$ cat src/rtl/cct_pkg.sv
package cct_pkg;
  typedef enum logic [1:0] {
    AL_CYCLE   = 2'd0,
    AL_TIME    = 2'd1,
    AL_RETIRED = 2'd2,
    AL_COUNT   = 2'd3
  } alias_e;

  typedef struct packed {
    logic wr_cmp;
    logic wr_hi;
    logic wr_lo;
  } wr_cmd_t;
endpackage

$ cat src/rtl/cct_counter.sv
module cct_counter #(
  parameter int CNT_W = 64,
  parameter int INC_W = 3,
  localparam int LO_W = CNT_W / 2
) (
  input  logic             clk_i,
  input  logic             rst_ni,
  input  logic [INC_W-1:0] inc_i,
  input  cct_pkg::wr_cmd_t cmd_i,
  input  logic [LO_W-1:0]  wr_data_i,
  output logic [CNT_W-1:0] cnt_o,
  output logic             adv_o
);
  logic [LO_W-1:0]  half_q [2];
  logic [CNT_W-1:0] sum;
  logic [1:0]       half_we;
  logic             any_wr;

  assign half_we = {cmd_i.wr_hi, cmd_i.wr_lo};
  assign any_wr  = |half_we;
  assign cnt_o   = {half_q[1], half_q[0]};
  assign sum     = cnt_o + CNT_W'(inc_i);
  // advance only counts when no write overrides it
  assign adv_o   = !any_wr && (inc_i != '0);

  for (genvar h = 0; h < 2; h++) begin : g_half
    always_ff @(posedge clk_i or negedge rst_ni) begin
      if (!rst_ni)          half_q[h] <= '0;
      else if (any_wr) begin
        if (half_we[h])     half_q[h] <= wr_data_i;
      end else              half_q[h] <= sum[h*LO_W +: LO_W];
    end
  end
endmodule

$ cat src/rtl/cct_cross.sv
module cct_cross #(
  parameter int LO_W  = 32,
  parameter int INC_W = 3
) (
  input  logic             clk_i,
  input  logic             rst_ni,
  input  logic [LO_W-1:0]  lo_i,
  input  logic [INC_W-1:0] inc_i,
  input  logic             adv_i,
  input  logic             wr_cmp_i,
  input  logic [LO_W-1:0]  wr_data_i,
  output logic             tip_o
);
  logic [LO_W-1:0] cmp_q;
  logic [LO_W:0]   lo_after;
  logic            was_le, now_ge, hit;

  // unwrapped sum so an advance over 2^32 still counts as a crossing
  assign lo_after = {1'b0, lo_i} + (LO_W+1)'(inc_i);
  assign was_le   = lo_i <= cmp_q;
  assign now_ge   = lo_after >= {1'b0, cmp_q};
  assign hit      = adv_i && was_le && now_ge;

  always_ff @(posedge clk_i or negedge rst_ni) begin
    if (!rst_ni) begin
      cmp_q <= '0;
      tip_o <= 1'b0;
    end else if (wr_cmp_i) begin
      cmp_q <= wr_data_i;
      tip_o <= 1'b0;
    end else if (hit) begin
      tip_o <= 1'b1;
    end
  end
endmodule

$ cat src/rtl/cct_read.sv
module cct_read #(
  parameter int CNT_W = 64,
  localparam int LO_W = CNT_W / 2
) (
  input  logic [CNT_W-1:0] cnt_i,
  input  logic [2:0]       sel_i,
  input  logic             rv64_i,
  output logic [CNT_W-1:0] data_o,
  output logic             illegal_o
);
  import cct_pkg::*;
  logic [CNT_W-1:0] word;

  always_comb begin
    word = '0;
    unique case (alias_e'(sel_i[1:0]))
      AL_CYCLE, AL_TIME, AL_RETIRED, AL_COUNT:
        word = sel_i[2] ? {{LO_W{1'b0}}, cnt_i[CNT_W-1:LO_W]} : cnt_i;
      default: word = '0;
    endcase
    illegal_o = sel_i[2] && rv64_i;
    data_o    = illegal_o ? '0 : word;
  end
endmodule

$ cat src/rtl/cnt_cmp_timer.sv
module cnt_cmp_timer #(
  parameter int CNT_W = 64,
  parameter int INC_W = 3,
  localparam int LO_W = CNT_W / 2
) (
  input  logic             clk_i,
  input  logic             rst_ni,
  input  logic [INC_W-1:0] inc_i,
  input  logic             wr_lo_i,
  input  logic             wr_hi_i,
  input  logic             wr_cmp_i,
  input  logic [LO_W-1:0]  wr_data_i,
  input  logic             rv64_i,
  input  logic [2:0]       rd_sel_i,
  output logic [CNT_W-1:0] rd_data_o,
  output logic             rd_illegal_o,
  output logic [CNT_W-1:0] cnt_o,
  output logic             tip_o
);
  cct_pkg::wr_cmd_t cmd;
  logic             adv;

  assign cmd = '{wr_cmp: wr_cmp_i, wr_hi: wr_hi_i, wr_lo: wr_lo_i};

  cct_counter #(.CNT_W(CNT_W), .INC_W(INC_W)) u_cnt (
    .clk_i, .rst_ni, .inc_i, .cmd_i(cmd), .wr_data_i,
    .cnt_o, .adv_o(adv)
  );

  cct_cross #(.LO_W(LO_W), .INC_W(INC_W)) u_cross (
    .clk_i, .rst_ni, .lo_i(cnt_o[LO_W-1:0]), .inc_i, .adv_i(adv),
    .wr_cmp_i, .wr_data_i, .tip_o
  );

  cct_read #(.CNT_W(CNT_W)) u_rd (
    .cnt_i(cnt_o), .sel_i(rd_sel_i), .rv64_i,
    .data_o(rd_data_o), .illegal_o(rd_illegal_o)
  );
endmodule

$ cat config.mk
export PLATFORM = sky130hd
export DESIGN_NAME = cnt_cmp_timer
export DESIGN_NICKNAME = d
export VERILOG_FILES = /design/src/rtl/cct_pkg.sv /design/src/rtl/cct_counter.sv /design/src/rtl/cct_cross.sv /design/src/rtl/cct_read.sv /design/src/rtl/cnt_cmp_timer.sv
export SDC_FILE = /design/constraint.sdc
export NUM_CORES = 1
export LEC_CHECK = 0
export BUFFER_PORTS_ARGS = -buffer_cell sky130_fd_sc_hd__buf_2
export CAP_MARGIN = 10
export CORE_MARGIN = 2
export CORE_UTILIZATION = 55
export DETAILED_ROUTE_END_ITERATION = 12
export PLACE_DENSITY = 0.88
export SLEW_MARGIN = 20
export SYNTH_ARGS = -nofsm -noshare
export SYNTH_HDL_FRONTEND = slang
export SYNTH_HIERARCHICAL = 1
export SYNTH_SLANG_ARGS = --single-unit
$ cat constraint.sdc
create_clock -name clk_i -period 4 [get_ports clk_i]
set_input_delay 0.6 -clock clk_i [delete_from_list [all_inputs] [get_ports clk_i]]
set_output_delay 0.6 -clock clk_i [all_outputs]
set_load 0.05 [all_outputs]
## Yosys cells after proc, flatten, opt, wreduce, memory -nomap -nowiden

Index checks and enable logic that the tools add are counted.

| storage, ports and cells | value |
|---|---|
| logic and storage cells | 32 |
| output and inout port bits | 130 |
| register bits after elaboration | 97 |
| input port bits | 44 |

| operators by class | value |
|---|---|
| equal/unequal tests | 5 |
| $lt $le $gt $ge | 2 |
| $add $sub $neg | 2 |
| reductions and logical operators | 10 |
| muxes and demuxes | 9 |

Operator list:

| kind | count |
|---|---|
| $mux 64 | 3 |
| $mux 32 | 4 |
| $add 64x3->64 | 1 |
| $add 32x3->33 | 1 |
| $ge 33x32->1 | 1 |
| $le 32x32->1 | 1 |
| $eq 2x2->1 const B | 2 |
| $logic_and 1x1->1 | 4 |
| $ne 2x2->1 const B | 2 |
| $reduce_or 4->1 | 1 |
| $reduce_bool 3->1 | 1 |
| $eq 2x1->1 const B | 1 |
| $logic_not 2->1 | 1 |
| $mux 1 | 2 |
| $reduce_bool 2->1 | 1 |
| $reduce_or 2->1 | 1 |
| $logic_not 1->1 | 1 |

## Longest topological paths before layout

Gate-level depths: netlist of the first run.

| depth | value |
|---|---|
| word-level depth | 7 |
| mapped depth | 16 |
| mapped depth without buffers | 16 |

## Cells and area by module

Netlist of the first run, hierarchy kept.

Modules (own cells, without submodules):

| module | cells an instance | seq. area each (um^2) | area each (um^2) | times used |
|---|---|---|---|---|
| cct_counter | 465 | 1601.5 | 3953.8 | 1 |
| cct_cross | 398 | 825.8 | 3294.4 | 1 |
| cct_read | 77 | 0.0 | 610.6 | 1 |

## Worst setup path before layout of the first run

Ideal clock, no wire load.

| timing path | value |
|---|---|
| path kind | reg2reg |
| from | register u_cnt.half_q (netlist bit u_cnt/cnt_o[0]) |
| to | register u_cross.tip_o |
| arrival time | 3.769 ns |
| setup slack | 0.093 ns |
| path buffers | 0 |
| clock period less this slack | 3.907 ns |
| stages on the path, launching flop included | 17 |
| library setup time | 0.138 ns |
| data required time | 3.862 ns |
| cell sequence | dfrtp_1 -> ha_1 -> inv_1 -> fa_1 -> nand2b_1 -> a21oi_1 -> nand3_4 -> nor2_1 -> nand2_1 -> xnor2_1 -> ha_1 -> and4_1 -> nand2_1 -> nor3_1 -> a221o_1 -> a221oi_1 -> a32oi_1 |

| between the ends | value |
|---|---|
| word-level cells in the longest chain between the ends | 4 |
| elaborated cells on any way between the ends | 6 |
| those cells by class | 1 x add/sub; 2 x order compare; 3 x reduce/logical |

Ends and longest elaborated chain:

| item | line | RTL |
|---|---|---|
| start: declaration | cct_counter.sv:14 | `logic [LO_W-1:0] half_q [2];` |
| start signal: indexed assignment | cct_counter.sv:30 | `if (half_we[h]) half_q[h] <= wr_data_i;` |
| start signal: indexed assignment | cct_counter.sv:31 | `end else half_q[h] <= sum[h*LO_W +: LO_W];` |
| $add 32x3->33 / $le 32x32->1 (equally long branches) | cct_cross.sv:19, cct_cross.sv:20 |  |
| $ge 33x32->1 / $logic_and 1x1->1 (equally long branches) | cct_cross.sv:21, cct_cross.sv:22 |  |
| $logic_and 1x1->1 * | cct_cross.sv:22 | `assign hit = adv_i && was_le && now_ge;` |
| $reduce_bool 2->1 (no line) * | n/a |  |
| end signal: assignment | cct_cross.sv:27 | `tip_o <= 1'b0;` |
| end signal: assignment | cct_cross.sv:30 | `tip_o <= 1'b0;` |
| end signal: assignment | cct_cross.sv:32 | `tip_o <= 1'b1;` |
| end: declaration | cct_cross.sv:12 | `output logic tip_o` |

Mark *: on every way between the ends. The rest lies on a longest branch, timed or not.
A chain may end at the register's enable or synchronous reset.

## Final worst setup path of the first run

Same ends and word-level chain as after synthesis.

==> impl_metrics.tcl, run 1 <==
set metrics [dict create \
    period_needed_ns 3.752 \
    synth_largest_area_cell "dfrtp_1" \
    syn_to_final_growth_pct 18.15 \
    yosys-top-cells-count "nand2_1 (118), dfrtp_1 (97), o21ai_0 (77)" \
    hold_viol 0 \
    cts_tree "built" \
    post-route-drc-count 0 \
    rrSetupSlack_ns 0.25 \
    r2r-start "u_cnt/cnt_o[0]" \
    ant_nets 0 \
    vdd_drop_max_uv 209.3 \
    relSlewSlack_pct 29.22 \
    core-area_um2 13930 \
    drtIter0Drc 1272 \
    powerDensity_nw_per_um2 377.8 \
    grt_pass1_wl_um 40680 \
    synth_area_leaders "dfrtp_1 (31%), ha_1 (11%), nand2_1 (5.6%)" \
    vias 8463 \
    tightest_slew_ns 1.061 \
    cts_setup_buffers 0 \
    power.leakage_nw 4.183 \
    cts_sinks 97 \
    rr_worst_depth 17 \
    yosysUniqueCellTypes 62 \
    synth_seq_cells 97 \
    path_buf_inv 2 \
    required_ns 4.24 \
    synthCells 940 \
    ys_warn_count 6 \
    initial_core_util_pct 56.40 \
    synthFlopType "dfrtp_1" \
    max_cap_violations 0 \
    min_period_over_period_pct 93.80 \
    grt_max_degree 83 \
    netlist.area_leader.share_pct 30.89 \
    cp_cell_sequence "ha_1 -> inv_1 -> fa_1 -> nand2b_1 -> a21oi_1 -> buf_4 -> nand3_4 -> nor2_1 -> nand2_1 -> xnor2_1 -> ha_1 -> and4_1 -> nand2_1 -> nor3_1 -> a221o_1 -> a221oi_1 -> a32oi_1" \
    antenna_found_initial 0 \
    clock_skew_ns 0.01268 \
    grt_overflow 0 \
    drive_above_1_share_pct 22.92 \
    ios 174 \
    grt_pass1_vias 7809 \
    die_h_um 123.5 \
    gp_congestion 0.9441 \
    hp-class "input port to async pin" \
    port_buffers 171 \
    dieArea_um2 15260 \
    cts-root-buf "clkbuf_16" \
    viasPerCell 6.525 \
    finalSetupViolations 0 \
    die_width_um 123.5 \
    status "completed" \
    rsz0062_at_grt "no" \
    post_drt_wl_per_cell_um 20.30 \
    synth_edf_count 0 \
    wl_um 26320 \
    numCtsBuffers 9 \
    syn_area_per_cell_um2 8.360 \
    clkSlewWorstSetupHoldPaths_ns 0.08 \
    hpwl_um 18980 \
    finalMaxSlewViolations 0 \
    yosysMostFrequentCell "nand2_1" \
    tns_ns 0 \
    rows 43 \
    critical_path.top_delay_family "simple AND/OR/NAND/NOR gates" \
    grtUsageTotal_pct 34.60 \
    htreeDepth 3 \
    arrival_ns 3.99 \
    async_reset_ff_share_pct 100.0 \
    max_stage_delay_ns 0.49 \
    drt-pass1-iter-count 8 \
    endpoint_kind "register" \
    final_net_count 1228 \
    synth_area_um2 7859 \
    critPathMaxFanout 6 \
    antenna_cells 0 \
    setup.worst_path.start_class "register" \
    crit_path_top_delay_cell "dfrtp_1" \
    insertion_delay_ns 0.36 \
    clock_path_buffers 2 \
    r2r_end "u_cross/tip_o" \
    synth_nets 1056 \
    critical_path_class "register to register" \
    ys_seq_area_share_pct 30.89 \
    final_core_util_pct 66.63 \
    clock.fmax_mhz 266.5 \
]
[flip-flops by register name, summed over array words and instances, names as in the netlist]
| name | cells |
|---|---|
| u_cnt/cnt_o | 64 |
| u_cross/tip_o | 1 |
| u_cross/cmp_q | 32 |
[stage by stage]
| step | worst slack [ns] | hold WS, ns | instances | total power, W | instance area [µm²] |
|---|---|---|---|---|---|
| after global routing | 0.04439 | 0.3634 | 1297 | 0.003663 | 9285 |
| after detailed placement | 0.08324 | 0.5509 | 1281 | 0.002566 | 8970 |
| after CTS | 0.2972 | 0.4787 | 1297 | 0.003475 | 9276 |
| after floorplan | 0.09329 | 0.3044 | 940 | 0.002161 | 7859 |
| final | 0.2482 | 0.2932 | 1297 | 0.003508 | 9285 |
| after global placement | 0.1712 | 0.5396 | 1281 | 0.002524 | 8970 |
[final cells by class]
cell class | count | area, µm²
Clock inverter | 5 | 63.81
Fill cell | 1125 | 4649
Clock buffer | 11 | 242.7
Sequential cell | 97 | 2427
Tap cell | 180 | 225.2
Multi-Input combinational cell | 749 | 5021
Inverter | 50 | 187.7
Timing Repair Buffer | 205 | 1117
[placed cells by master (no fill, tap or decap), drive strengths merged, types with 11 or more instances in the layout]
cell type,instances
nor2,54
o31ai,14
a22o,32
a21oi,33
buf,205
nor2b,32
or3,11
or4,20
clkbuf,11
inv,51
xnor2,40
nor4,17
nor3,17
nand3,43
nand2,118
xor2,22
o21ai,77
dfrtp,97
ha,70
a31oi,23
nand4,45
[how the worst max path moves through the flow]
stage / from / to / slack, ns / cells past startpoint
final: u_cnt/cnt_o[0] / u_cross/tip_o / 0.25 / 17
after global routing: u_cnt/cnt_o[0] / u_cross/tip_o / 0.04 / 17
after CTS: u_cnt/cnt_o[0] / u_cross/tip_o / 0.30 / 17
after detailed placement: inc_i[0] / u_cross/tip_o / 0.08 / 18
after global placement: inc_i[0] / u_cross/tip_o / 0.17 / 18
after floorplan: u_cnt/cnt_o[0] / u_cross/tip_o / 0.09 / 16
[per-layer routing]
layer,up-vias,routed length (µm),GRT usage (%)
li1,3781,-,-
met1,4005,10060,45.02
met2,567,12220,54.67
met3,110,2849,7.149
met4,0,1199,17.26
met5,-,0,0
[timing repair]
action / CTS / global route
hold buffers: 0 / 0
resized for setup: 0 / 1
endpoints found under the setup margin: 0 / 1
hold endpoints to repair: 0 / 0
[where the power goes]
group	switching, W	leakage (nW)	total, W	internal [W]
logic	0.000965	2.88	0.00138	0.000413
registers	0.000143	1.15	0.00121	0.00107
clock network	0.000409	0.146	0.000916	0.000507
[kinds of logic (layout without fill, tap and decap cells)]
group / after synthesis / count (layout) / share of synthesized area (%)
flip-flops: 97 / 97 / 30.89
XOR/XNOR: 62 / 62 / 6.910
multiplexers: 9 / 9 / 1.258
AND/OR/NAND/NOR: 399 / 399 / 27.08
adder cells (fa/ha/maj): 72 / 72 / 11.65
buffers and inverters: 94 / 271 / 5.286
AO/OA/AOI/OAI: 207 / 207 / 16.92
Power figures use the tool's default switching activity.
==> run 2: changes to the inputs <==
--- a/config.mk
+++ b/config.mk
@@ -11,6 +11,7 @@
 export CORE_UTILIZATION = 55
 export DETAILED_ROUTE_END_ITERATION = 12
 export PLACE_DENSITY = 0.88
+export REMOVE_ABC_BUFFERS = 1
 export SLEW_MARGIN = 20
 export SYNTH_ARGS = -nofsm -noshare
 export SYNTH_HDL_FRONTEND = slang
==> impl_metrics.tcl, run 2 (synthesis gave the netlist of run 1 again) <==
set metrics [dict create \
    antenna_found_initial 0 \
    grt_overflow 0 \
    hp-class "input port to async pin" \
    layout_commonest_cell "buf_2" \
    drtIter0Drc 1047 \
    hold_viol 0 \
    p_int_w 0.001974 \
    ios 174 \
    endpoint_kind "register" \
    ant_nets 0 \
    clkSlewWorstSetupHoldPaths_ns 0.07 \
    numCtsBuffers 9 \
    period_needed_ns 3.790 \
    powerDensity_nw_per_um2 371.3 \
    vdd_drop_max_uv 236.0 \
    initial_core_util_pct 56.40 \
    placed_cell_area_um2 8970 \
    critical_path.startpoint "u_cnt/cnt_o[0]" \
    core-area_um2 13930 \
    drt-pass1-iter-count 8 \
    die_width_um 123.5 \
    placed_cells 1281 \
    final_core_util_pct 66.71 \
    r2r_end "u_cross/tip_o" \
    antenna_cells 0 \
    clockPowerShare_pct 25.1 \
    die_h_um 123.5 \
    insertion_delay_ns 0.35 \
    cts_tree "built" \
    layout_common_cells "buf_2 (170), nand2_1 (118), dfrtp_1 (96), o21ai_0 (77), ha_1 (70)" \
    r2r-start "u_cnt/cnt_o[0]" \
    p_sw_w 0.001477 \
    max_cap_violations 0 \
    fin_cells 1298 \
    gp_congestion 0.9756 \
    grt_max_degree 77 \
    stdcell_area_um2 9295 \
    finalSetupViolations 0 \
    finalMaxSlewViolations 0 \
    htreeDepth 3 \
    relSlewSlack_pct 26.21 \
    dieArea_um2 15260 \
    tns_ns 0 \
    port_buffers 171 \
    final_net_count 1229 \
    status "completed" \
    arrival_ns 4.02 \
    wl_um 26450 \
    rr_worst_depth 17 \
    rrSetupSlack_ns 0.21 \
    clock_path_buffers 2 \
    critPathMaxFanout 6 \
    vias 8525 \
    required_ns 4.23 \
    post_drt_wl_per_cell_um 20.37 \
    largest_register_ffs 64 \
    viasPerCell 6.568 \
    drive_above_1_share_pct 23.08 \
    cts_sinks 97 \
    rsz0062_at_grt "no" \
    cts_setup_buffers 0 \
    endpoint "u_cross/tip_o" \
    setup.worst_path.start_class "register" \
    combPwrFrac_pct 39.5 \
    rows 43 \
    clock.fmax_mhz 263.9 \
    hpwl_um 19040 \
    tightest_slew_ns 1.107 \
    grtUsageTotal_pct 34.88 \
    syn_to_final_growth_pct 18.28 \
    grt_pass1_wl_um 40930 \
    power.leakage_nw 4.195 \
    critical_path_class "register to register" \
    grt_pass1_vias 7890 \
    clock_skew_ns 0.01071 \
    min_period_over_period_pct 94.75 \
    cts-root-buf "clkbuf_16" \
    pwr-share-seq_pct 35.4 \
    p_sw_share_pct 42.81 \
    post-route-drc-count 0 \
]
==> run 2: worst min path at each step <==
stage / start / end / slack, ns
after detailed placement: u_cross/cmp_q[30] / u_cross/cmp_q[30] / 0.55
after global placement: u_cross/cmp_q[21] / u_cross/cmp_q[21] / 0.55
after floorplan: rst_ni / u_cnt/cnt_o[0] / 0.30
final: rst_ni / u_cross/cmp_q[4] / 0.19
after global routing: rst_ni / u_cnt/cnt_o[6] / 0.21
after CTS: rst_ni / u_cnt/cnt_o[47] / 0.46
==> run 2: critical path: stages (launching register included) <==
cell and delay [ns]:
dfrtp_2 0.42, ha_1 0.18, inv_1 0.05, fa_1 0.41, nand2b_1 0.20, a21oi_1 0.21
buf_4 0.19, nand3_4 0.15, nor2_2 0.23, nand2_1 0.09, xnor2_1 0.13, ha_1 0.33
and4_1 0.22, nand2_1 0.09, nor3_1 0.06, a221o_1 0.32, a221oi_1 0.25, a32oi_1 0.13
==> run 2: through the flow <==
| stage | total power (W) | hold slack, ns | worst slack, ns |
|---|---|---|---|
| 2_1_floorplan | 0.002131 | 0.3044 | 0.09329 |
| 3_3_place_gp | 0.002518 | 0.5450 | 0.1234 |
| 3_5_place_dp | 0.002558 | 0.5505 | -0.01787 |
| 4_1_cts | 0.003419 | 0.4564 | 0.1564 |
| 5_1_grt | 0.003605 | 0.2137 | 0.01926 |
| 6_report | 0.003451 | 0.1893 | 0.2100 |
==> run 2: power by group through the flow <==
stage / Clock [W] / Sequential, W / Combinational (W)
floorplan: 0 / 0.00143 / 0.000699
global placement: 0 / 0.00123 / 0.00129
detailed placement: 0 / 0.00123 / 0.00132
CTS: 0.000866 / 0.00122 / 0.00134
global route: 0.000910 / 0.00124 / 0.00146
finish: 0.000867 / 0.00122 / 0.00136
==> run 2: area by class of cell <==
| type | count | area, µm² |
|---|---|---|
| inverter | 50 | 187.7 |
| sequential | 97 | 2429 |
| tap | 180 | 225.2 |
| fill | 1129 | 4639 |
| timing repair buffer | 206 | 1141 |
| clock inverter | 2 | 10.01 |
| multi-input combinational | 749 | 5019 |
| clock buffer | 14 | 284.0 |
==> run 2: layer usage <==
metal  vias to the layer above  GRT usage (%)  part of all wire, %
met2                       617          54.60                   45
met4                         0          16.12                  4.4
met3                       123          7.795                   11
li1                       3788              -                    -
met1                      3997          45.99                   39
met5                         -              0                    0
==> run 2: what timing repair did <==
| action | in CTS | in global routing |
|---|---|---|
| endpoints found under the setup margin | 0 | 1 |
| gates resized for setup | 0 | 2 |
| hold buffers | 0 | 0 |
